**src/rtl/sync_rx_pkg.sv**
```systemverilog
package sync_rx_pkg;
   typedef enum logic [1:0] {
      RX_IDLE  = 2'd0,
      RX_SHIFT = 2'd1,
      RX_HOLD  = 2'd2
   } rx_state_e;
endpackage

```
**src/rtl/sync_rx_tick_gen.sv**
```systemverilog
module sync_rx_tick_gen #(
   parameter int HALF_DIV = 4
) (
   input  logic clk,
   input  logic rst_n,
   input  logic run,
   output logic tick
);
   localparam int CW = (HALF_DIV > 1) ? $clog2(HALF_DIV) : 1;

   generate
      if (HALF_DIV == 1) begin : g_direct
         assign tick = run;
      end else begin : g_count
         logic [CW-1:0] cnt_q;
         localparam logic [CW-1:0] LAST = CW'(HALF_DIV - 1);
         always_ff @(posedge clk or negedge rst_n) begin
            if (!rst_n)                    cnt_q <= '0;
            else if (!run || cnt_q == LAST) cnt_q <= '0;
            else                           cnt_q <= cnt_q + 1'b1;
         end
         assign tick = run && (cnt_q == LAST);
      end
   endgenerate
endmodule

```
**src/rtl/sync_rx_shifter.sv**
```systemverilog
module sync_rx_shifter #(
   parameter int DATA_W = 8
) (
   input  logic              clk,
   input  logic              rst_n,
   input  logic              clear,
   input  logic              shift,
   input  logic              sdi,
   output logic [DATA_W-1:0] data,
   output logic [DATA_W-1:0] next_word,
   output logic              last,
   output logic              empty
);
   localparam int BW = $clog2(DATA_W);
   localparam logic [BW-1:0] TOP = BW'(DATA_W - 1);

   logic [BW-1:0] bit_q;

   assign next_word = {data[DATA_W-2:0], sdi};
   assign last      = (bit_q == TOP);
   assign empty     = (bit_q == '0);

   always_ff @(posedge clk or negedge rst_n) begin
      if (!rst_n) begin
         data  <= '0;
         bit_q <= '0;
      end else if (clear) begin
         data  <= '0;
         bit_q <= '0;
      end else if (shift) begin
         data  <= next_word;
         bit_q <= last ? '0 : bit_q + 1'b1;
      end
   end
endmodule

```
**src/rtl/sync_rx_buffer.sv**
```systemverilog
module sync_rx_buffer #(
   parameter int DATA_W = 8
) (
   input  logic              clk,
   input  logic              rst_n,
   input  logic              load,
   input  logic [DATA_W-1:0] load_data,
   input  logic              rd,
   input  logic              irq_en,
   output logic [DATA_W-1:0] rx_buf,
   output logic              rdy_n,
   output logic              irq
);
   always_ff @(posedge clk or negedge rst_n) begin
      if (!rst_n) begin
         rx_buf <= '0;
         rdy_n  <= 1'b1;
         irq    <= 1'b0;
      end else begin
         irq <= 1'b0;
         if (load) begin
            rx_buf <= load_data;
            rdy_n  <= 1'b0;
            irq    <= irq_en;
         end else if (rd) begin
            rdy_n <= 1'b1;
         end
      end
   end
endmodule

```
**src/rtl/sync_rx_master.sv**
```systemverilog
module sync_rx_master #(
   parameter int DATA_W   = 8,
   parameter int HALF_DIV = 4
) (
   input  logic              clk,
   input  logic              rst_n,
   input  logic              en_n,
   input  logic              edge_sel,
   input  logic              sdi,
   input  logic              rd_strobe,
   input  logic              irq_en,
   output logic              sck,
   output logic [DATA_W-1:0] rx_buf,
   output logic              rdy_n,
   output logic              irq
);
   import sync_rx_pkg::*;

   generate
      if (DATA_W < 2) begin : g_bad_width
         $error("sync_rx_master: DATA_W must be at least 2");
      end
      if (HALF_DIV < 1) begin : g_bad_div
         $error("sync_rx_master: HALF_DIV must be at least 1");
      end
   endgenerate

   rx_state_e         st_q, st_d;
   logic              tick, ph_q;
   logic              sh_clear, sh_shift, sh_last, sh_empty;
   logic [DATA_W-1:0] sh_data, sh_next;
   logic              load;
   logic [DATA_W-1:0] load_data;
   logic              buf_free, sample_tick;
   logic              in_hold;

   assign buf_free    = rdy_n | rd_strobe;
   assign sample_tick = tick & ph_q;
   assign in_hold     = (st_q == RX_HOLD);

   sync_rx_tick_gen #(.HALF_DIV(HALF_DIV)) u_tick (
      .clk   (clk),
      .rst_n (rst_n),
      .run   (st_q == RX_SHIFT),
      .tick  (tick)
   );

   sync_rx_shifter #(.DATA_W(DATA_W)) u_shift (
      .clk       (clk),
      .rst_n     (rst_n),
      .clear     (sh_clear),
      .shift     (sh_shift),
      .sdi       (sdi),
      .data      (sh_data),
      .next_word (sh_next),
      .last      (sh_last),
      .empty     (sh_empty)
   );

   sync_rx_buffer #(.DATA_W(DATA_W)) u_buf (
      .clk       (clk),
      .rst_n     (rst_n),
      .load      (load),
      .load_data (load_data),
      .rd        (rd_strobe),
      .irq_en    (irq_en),
      .rx_buf    (rx_buf),
      .rdy_n     (rdy_n),
      .irq       (irq)
   );

   always_comb begin
      st_d      = st_q;
      load      = 1'b0;
      load_data = sh_data;
      sh_clear  = 1'b0;
      sh_shift  = 1'b0;
      unique case (st_q)
         RX_IDLE: begin
            if (!en_n) begin
               st_d     = RX_SHIFT;
               sh_clear = 1'b1;
            end
         end
         RX_SHIFT: begin
            if (en_n) begin
               st_d = RX_IDLE;
               load = !sh_empty;
            end else if (sample_tick) begin
               sh_shift = 1'b1;
               if (sh_last) begin
                  if (buf_free) begin
                     load      = 1'b1;
                     load_data = sh_next;
                     sh_clear  = 1'b1;
                  end else begin
                     st_d = RX_HOLD;
                  end
               end
            end
         end
         RX_HOLD: begin
            if (en_n) begin
               st_d = RX_IDLE;
               load = 1'b1;
            end else if (buf_free) begin
               st_d     = RX_SHIFT;
               load     = 1'b1;
               sh_clear = 1'b1;
            end
         end
         default: st_d = RX_IDLE;
      endcase
   end

   always_ff @(posedge clk or negedge rst_n) begin
      if (!rst_n) begin
         st_q <= RX_IDLE;
         sck  <= 1'b1;
         ph_q <= 1'b0;
      end else begin
         st_q <= st_d;
         if (st_d == RX_IDLE)
            sck <= ~edge_sel;
         else if (st_q == RX_SHIFT && tick)
            sck <= ~sck;
         if (st_q != RX_SHIFT)
            ph_q <= 1'b0;
         else if (tick)
            ph_q <= ~ph_q;
      end
   end
endmodule

```
**config.mk**
```make
export PLATFORM = sky130hd
export DESIGN_NAME = sync_rx_master
export DESIGN_NICKNAME = d
export VERILOG_FILES = /design/src/rtl/sync_rx_pkg.sv /design/src/rtl/sync_rx_tick_gen.sv /design/src/rtl/sync_rx_shifter.sv /design/src/rtl/sync_rx_buffer.sv /design/src/rtl/sync_rx_master.sv
export SDC_FILE = /design/constraint.sdc
export NUM_CORES = 1
export LEC_CHECK = 0
export BUFFER_PORTS_ARGS = -buffer_cell sky130_fd_sc_hd__buf_4
export CAP_MARGIN = 20
export CORE_UTILIZATION = 60
export CTS_CLUSTER_DIAMETER = 200
export DETAILED_ROUTE_END_ITERATION = 8
export PLACE_DENSITY = 0.83
export SETUP_SLACK_MARGIN = 0.3
export SLEW_MARGIN = 20
export SYNTH_ARGS = -nofsm -noshare
export SYNTH_HDL_FRONTEND = slang
export SYNTH_SLANG_ARGS = --single-unit
```
**constraint.sdc**
```tcl
create_clock -name clk -period 5.6 [get_ports clk]
set_input_delay 0.56 -clock clk [delete_from_list [all_inputs] [get_ports clk]]
set_output_delay 0.56 -clock clk [all_outputs]
set_load 0.005 [all_outputs]
```
==> flow_summary.yaml, run 1 <==
critical_path:
  crit_start: "st_q[1]$_DFF_PN0_"
  r2r_slack_ns: 3.30
  critPathArrivalTime_ns: 2.50
  reg2regPathDepth: 6
  endpoint_kind: "flip-flop"
  critPathLaunchType: "flip-flop"
  path_class: "flip-flop to flip-flop"
  r2r-start: "st_q[1]$_DFF_PN0_"
  crit_fanout: 13
  required_ns: 5.81
  r2r_end: "u_shift.data[5]$_DFFE_PN0P_"
die:
  pin_count: 18
  initial_utilization_pct: 63.8
  rows: 17
  dieWidth_microns: 50.5
  die_y_microns: 50.5
  die_area_sq_um: 2550
  coreArea_sq_um: 2210
sta:
  slew_violations: 0
  setup_ws_ns: 3.30
  hold_viol_final: 0
  tightest_slew_ns: 0.829
  final.setup.tns_ns: 0
  grt_setup_unrepaired: "false"
  fin_skew_ns: 0.0105
  min_period_ns: 2.30
  fmax_ghz: 0.435
  slew_headroom_pct: 44.8
  setup_violations: 0
  finalCritPeriodShare_pct: 41.0
routing:
  vias: 1019
  dr.pass1.iters: 4
  drt-initial-drc-count: 31
  wl_per_cell_microns: 14.8
  drc: 0
  drtAntennaViolNets: 0
  via_per_inst: 5.89
  routed_wl_microns: 2570
logic_synthesis:
  yosys.area.top_type: "dfrtp_1"
  ys_seq_area_share_pct: 48.0
  synth_top_area_share_pct: 44.3
  synthSimpleGateAreaFrac_pct: 15.1
  synth_fa_ha_area_share_pct: 7.09
  ys_types: 36
  syn_inst: 130
  synth_edf_count: 0
  syn_area_sq_um: 1410
  synth_mux_area_share_pct: 13.5
  synth_top_family_by_area: "simple AND/OR/NAND/NOR gates"
  synth_nets: 145
  synth_xor_area_share_pct: 1.24
  synth.ff_latch_count: 27
  synth_compound_area_share_pct: 11.1
  async_reset_ff_share_pct: 100
  synth-main-ff-cell: "dfrtp_1"
  syn_area_per_cell_sq_um: 10.9
  ys_top_cells_by_area: "dfrtp_1, mux2_2, ha_1"
  yosys_warnings: 0
layout:
  instances_no_fill: 173
  num_antenna_cells: 0
  layout_commonest_cell: "dfrtp_1"
  final_cell_mix: "dfrtp_1, nand2_1, buf_4"
  final_nets: 161
  syn_to_final_growth_pct: 11.6
  drive_gt1_share_pct: 29.7
clocking:
  clock_latency_ns: 0.34
  postCtsResizedCells: 0
  root_buffer: "clkbuf_4"
  cts_tree: "done"
  clk_pin_slew_ns: 0.16
  postCtsHoldBufs: 0
  post_cts.repair.setup_buffers: 0
  htree_num_levels: 1
  cts_sinks: 27
  numCtsBuffers: 3
  clock_path_buffers: 2
placement:
  hpwl_microns: 1850
  placed_cells: 169
  place_ws_ns: 3.35
  port_buffers: 17
  gp_congestion: 0.848
power_and_ir_drop:
  p_leak_nw: 0.759
  peakVddDrop_mv: 0.262
  powerDensity_nw_per_um2: 259
global_routing:
  grt_pass1_wl_microns: 4190
  grt_pass1_vias: 983
  grt.total_usage_pct: 22.4
  grt_overflow: 0
  antenna_found_initial: 0
  grt_max_degree: 28
job:
  cap_violations: 0
outcome:
  status: "finished clean"
hold_path:
  holdCritPathClass: "input port to asynchronous set/reset pin"
flip-flops by register name (all words and copies together), names as in the netlist:
name                  count
u_buf.irq                 1
st_q                      2
ph_q                      1
u_shift.data              8
u_shift.bit_q             3
u_buf.rx_buf              8
u_tick.g_count.cnt_q      2
u_buf.rdy_n               1
sck                       1
critical path: stages, from the launching register on:
cell and delay (ns):
dfrtp_1 0.45, inv_1 0.11, ha_1 0.29, and4b_4 0.40
nand3_4 0.14, a21oi_1 0.67, a21oi_1 0.11
power breakdown:
group	switching (W)	leakage, nW	internal [W]
clock	0.0000626	0.0183	0.0000292
combinational	0.0000505	0.374	0.0000407
sequential	0.0000116	0.366	0.000214
total	0.000125	0.759	0.000284
stage by stage:
stage / instance area (sq um) / hold slack (ns) / utilization, % / power (W)
final: 1580 / 0.0975 / 71.2 / 0.000409
after global routing: 1580 / 0.0982 / 71.2 / 0.000430
after CTS: 1580 / 0.0987 / 71.2 / 0.000412
after detailed placement: 1540 / 0.450 / 69.8 / 0.000322
after global placement: 1540 / 0.433 / 69.8 / 0.000316
after floorplan: 1410 / 0.264 / - / 0.000296
layout make-up:
class | instances | area, sq um
inverters | 7 | 26.3
fillers | 163 | 637
well taps | 28 | 35.0
clock buffers | 3 | 22.5
repair buffers | 17 | 128
flip-flops and latches | 27 | 678
clock inverters | 1 | 8.76
multi-input cells | 90 | 677
cell usage after synthesis, types with 2 or more instances:
library cell / count
dfrtp_1: 25
and2_1: 2
ha_1: 8
xor2_1: 2
dfstp_2: 2
a21oi_1: 12
clkbuf_1: 2
inv_1: 7
o221ai_1: 2
o21ai_0: 2
mux2_2: 16
nand2_1: 21
clkbuf_2: 2
nor2_1: 5
per-layer routing:
layer / share of wire, % / routed length (microns) / up-vias / track usage, %
li1: - / - / 479 / -
met4: 1.6 / 42 / 0 / 10.2
met3: 4.8 / 124 / 6 / 7.27
met5: 0 / 0 / - / 0
met2: 50 / 1280 / 30 / 37.1
met1: 44 / 1120 / 504 / 26.2
logic make-up after synthesis:
group / after synthesis
simple gates: 40
flops: 27
compound gates: 23
mux: 17
buf+inv: 13
fa+ha+maj: 8
xor+xnor: 2
worst max-delay path by stage:
| stage | end | depth (start not counted) | slack (ns) |
|---|---|---|---|
| after floorplan | u_buf.rx_buf[0]$_DFFE_PN0P_ | 6 | 3.56 |
| after global placement | u_buf.rx_buf[5]$_DFFE_PN0P_ | 5 | 3.39 |
| after detailed placement | u_buf.rx_buf[0]$_DFFE_PN0P_ | 6 | 3.35 |
| after CTS | u_buf.rx_buf[0]$_DFFE_PN0P_ | 6 | 3.32 |
| after global routing | u_shift.data[2]$_DFFE_PN0P_ | 6 | 3.13 |
| final | u_shift.data[5]$_DFFE_PN0P_ | 6 | 3.30 |
No activity file was read; power rests on OpenSTA's default activity.
==> run 2: changes to the inputs <==
--- a/config.mk
+++ b/config.mk
@@ -7,10 +7,10 @@
 export LEC_CHECK = 0
 export BUFFER_PORTS_ARGS = -buffer_cell sky130_fd_sc_hd__buf_4
 export CAP_MARGIN = 20
-export CORE_UTILIZATION = 60
+export CORE_UTILIZATION = 56
 export CTS_CLUSTER_DIAMETER = 200
 export DETAILED_ROUTE_END_ITERATION = 8
-export PLACE_DENSITY = 0.83
+export PLACE_DENSITY = 0.79
 export SETUP_SLACK_MARGIN = 0.3
 export SLEW_MARGIN = 20
 export SYNTH_ARGS = -nofsm -noshare
==> constraint.sdc (replaced) <==
create_clock -name clk -period 2.3 [get_ports clk]
set_input_delay 0.23 -clock clk [delete_from_list [all_inputs] [get_ports clk]]
set_output_delay 0.23 -clock clk [all_outputs]
set_load 0.005 [all_outputs]
==> run 2 against run 1 <==
Flip-flop and latch count is the same. Final cell count grew 6.9%. First-iteration DRC count shrank 6.5%. Sequential share of layout area shrank 3.8 points. Register-to-register slack lost 3.0 ns. Count of clock-buffer cells in the layout grew 1. Clock power grew 120%. Combinational power grew to 3.2 times the previous value. Sequential power grew 140%. Wire length grew 12%. Utilization grew 4.1 points. Die area grew 6.8%. Largest power group unchanged.
==> flow_summary.yaml, run 2 (synthesis gave the netlist of run 1 again) <==
routing:
  dr.pass1.iters: 4
  vias: 1048
  drtAntennaViolNets: 0
  via_per_inst: 5.66
  routed_wl_microns: 2890
  wl_per_cell_microns: 15.6
  drc: 0
  drt-initial-drc-count: 29
clocking:
  numCtsBuffers: 3
  clk_pin_slew_ns: 0.14
  htree_num_levels: 1
  clock_latency_ns: 0.32
  cts_sinks: 27
  cts_tree: "done"
  clock_path_buffers: 2
  root_buffer: "clkbuf_4"
hold_path:
  hp-start: "edge_sel"
  worstHoldPathCells: 2
  holdCritPathClass: "input port to flip-flop"
  min_to: "sck$_DFFE_PN1P_"
global_routing:
  met2_usage_pct: 36.5
  busiest_layer: "met2"
  grt_use_met3_pct: 3.48
  grt_pass1_wl_microns: 4410
  grt_pass1_vias: 1042
  grt.total_usage_pct: 22.7
  antenna_found_initial: 0
  grt_max_degree: 28
  use_met1_pct: 28.2
  grt_overflow: 0
power_and_ir_drop:
  seqPwrFrac_pct: 52.5
  p_sw_w: 0.000320
  p_leak_nw: 0.820
  clkPwrFrac_pct: 19.4
  combPwrFrac_pct: 28.2
  peakVddDrop_mv: 0.558
  p_int_w: 0.000730
  powerDensity_nw_per_um2: 607
  power.share.switching_pct: 30.5
critical_path:
  crit_fanout: 5
  r2r_slack_ns: 0.30
  critPathArrivalTime_ns: 2.22
  reg2regPathDepth: 7
  r2r-start: "st_q[0]$_DFF_PN0_"
  required_ns: 2.52
  r2r_end: "u_buf.rx_buf[3]$_DFFE_PN0P_"
  path_class: "flip-flop to flip-flop"
  endpoint_kind: "flip-flop"
  critPathLaunchType: "flip-flop"
layout:
  final_nets: 173
  seqCellArea_sq_um: 679
  layout_commonest_cell: "buf_4"
  nFillCells: 169
  multi_input_area_sq_um: 712
  num_antenna_cells: 0
  final_cell_mix: "buf_4, dfrtp_1, nand2_1"
  drive_gt1_share_pct: 38.9
  largestRegisters: "u_buf.rx_buf x8, u_shift.data x8, u_shift.bit_q x3"
  syn_to_final_growth_pct: 22.5
sta:
  hold_viol_final: 0
  holdWs_ns: 0.0321
  final.setup.tns_ns: 0
  setup_violations: 0
  grt_setup_unrepaired: "true"
  min_period_ns: 2.00
  fmax_ghz: 0.501
  tightest_slew_ns: 0.362
  slew_violations: 0
  finalCritPeriodShare_pct: 86.7
  slew_headroom_pct: 75.8
  fin_skew_ns: 0.00379
die:
  dieWidth_microns: 52.2
  die_area_sq_um: 2720
  coreArea_sq_um: 2300
  rows: 17
  pin_count: 18
  initial_utilization_pct: 61.4
  die_y_microns: 52.2
placement:
  port_buffers: 17
  gp_congestion: 0.838
  hpwl_microns: 1830
outcome:
  status: "finished clean"
job:
  cap_violations: 0
run 2: how the worst max path moves through the flow:
stage	from	to	slack [ns]
after floorplan	st_q[1]$_DFF_PN0_	u_buf.rx_buf[0]$_DFFE_PN0P_	0.31
after global placement	st_q[1]$_DFF_PN0_	u_buf.rx_buf[5]$_DFFE_PN0P_	0.26
after detailed placement	st_q[0]$_DFF_PN0_	sck$_DFFE_PN1P_	0.20
after CTS	st_q[0]$_DFF_PN0_	sck$_DFFE_PN1P_	0.24
after global routing	st_q[0]$_DFF_PN0_	u_buf.rx_buf[3]$_DFFE_PN0P_	0.23
final	st_q[0]$_DFF_PN0_	u_buf.rx_buf[3]$_DFFE_PN0P_	0.30
run 2: layout make-up:
type                            instances  area share, %
Clock buffer                            4           1.52
Tap cell                               28           2.03
Multi-Input combinational cell         90           41.2
Inverter                                7           1.52
Timing Repair Buffer                   29           14.5
Sequential cell                        27           39.3
run 2: worst max-delay path, stage by stage, from the launching register on:
cell and delay (ns):
dfrtp_1 0.43, buf_4 0.13, ha_2 0.17, and4b_4 0.27, nand3_4 0.11, a31oi_4 0.28
clkbuf_16 0.19, mux2_2 0.32
run 2: timing repair:
action,CTS,global route
hold buffers,1,0
hold endpoints to repair,25,0
endpoints found under the setup margin,9,10
resized for setup,3,8
pin swaps,0,2
setup buffers,2,6
gates cloned,0,1
run 2: per-stage QoR:
stage / instances / total power, W / area (sq um) / utilization (%) / setup WS [ns]
2_1_floorplan: 130 / 0.000736 / 1420 / - / 0.311
3_3_place_gp: 171 / 0.000788 / 1560 / 67.9 / 0.262
3_5_place_dp: 171 / 0.000808 / 1560 / 67.9 / 0.204
4_1_cts: 178 / 0.00102 / 1620 / 70.5 / 0.244
5_1_grt: 185 / 0.00111 / 1730 / 75.3 / 0.231
6_report: 185 / 0.00105 / 1730 / 75.3 / 0.305
run 2: power by group through the flow:
stage          sequential, W  clock, W  combinational [W]
2_1_floorplan       0.000554         0           0.000182
3_3_place_gp        0.000557         0           0.000231
3_5_place_dp        0.000561         0           0.000247
4_1_cts             0.000551  0.000210           0.000259
5_1_grt             0.000557  0.000226           0.000329
6_report            0.000551  0.000203           0.000295
run 2: per-layer routing:
| layer | vias up | share of wire [%] | wire (microns) |
|---|---|---|---|
| met1 | 504 | 43 | 1240 |
| met5 | - | 0 | 0 |
| li1 | 504 | - | - |
| met4 | 0 | 1.5 | 43 |
| met2 | 36 | 51 | 1460 |
| met3 | 4 | 4.8 | 138 |
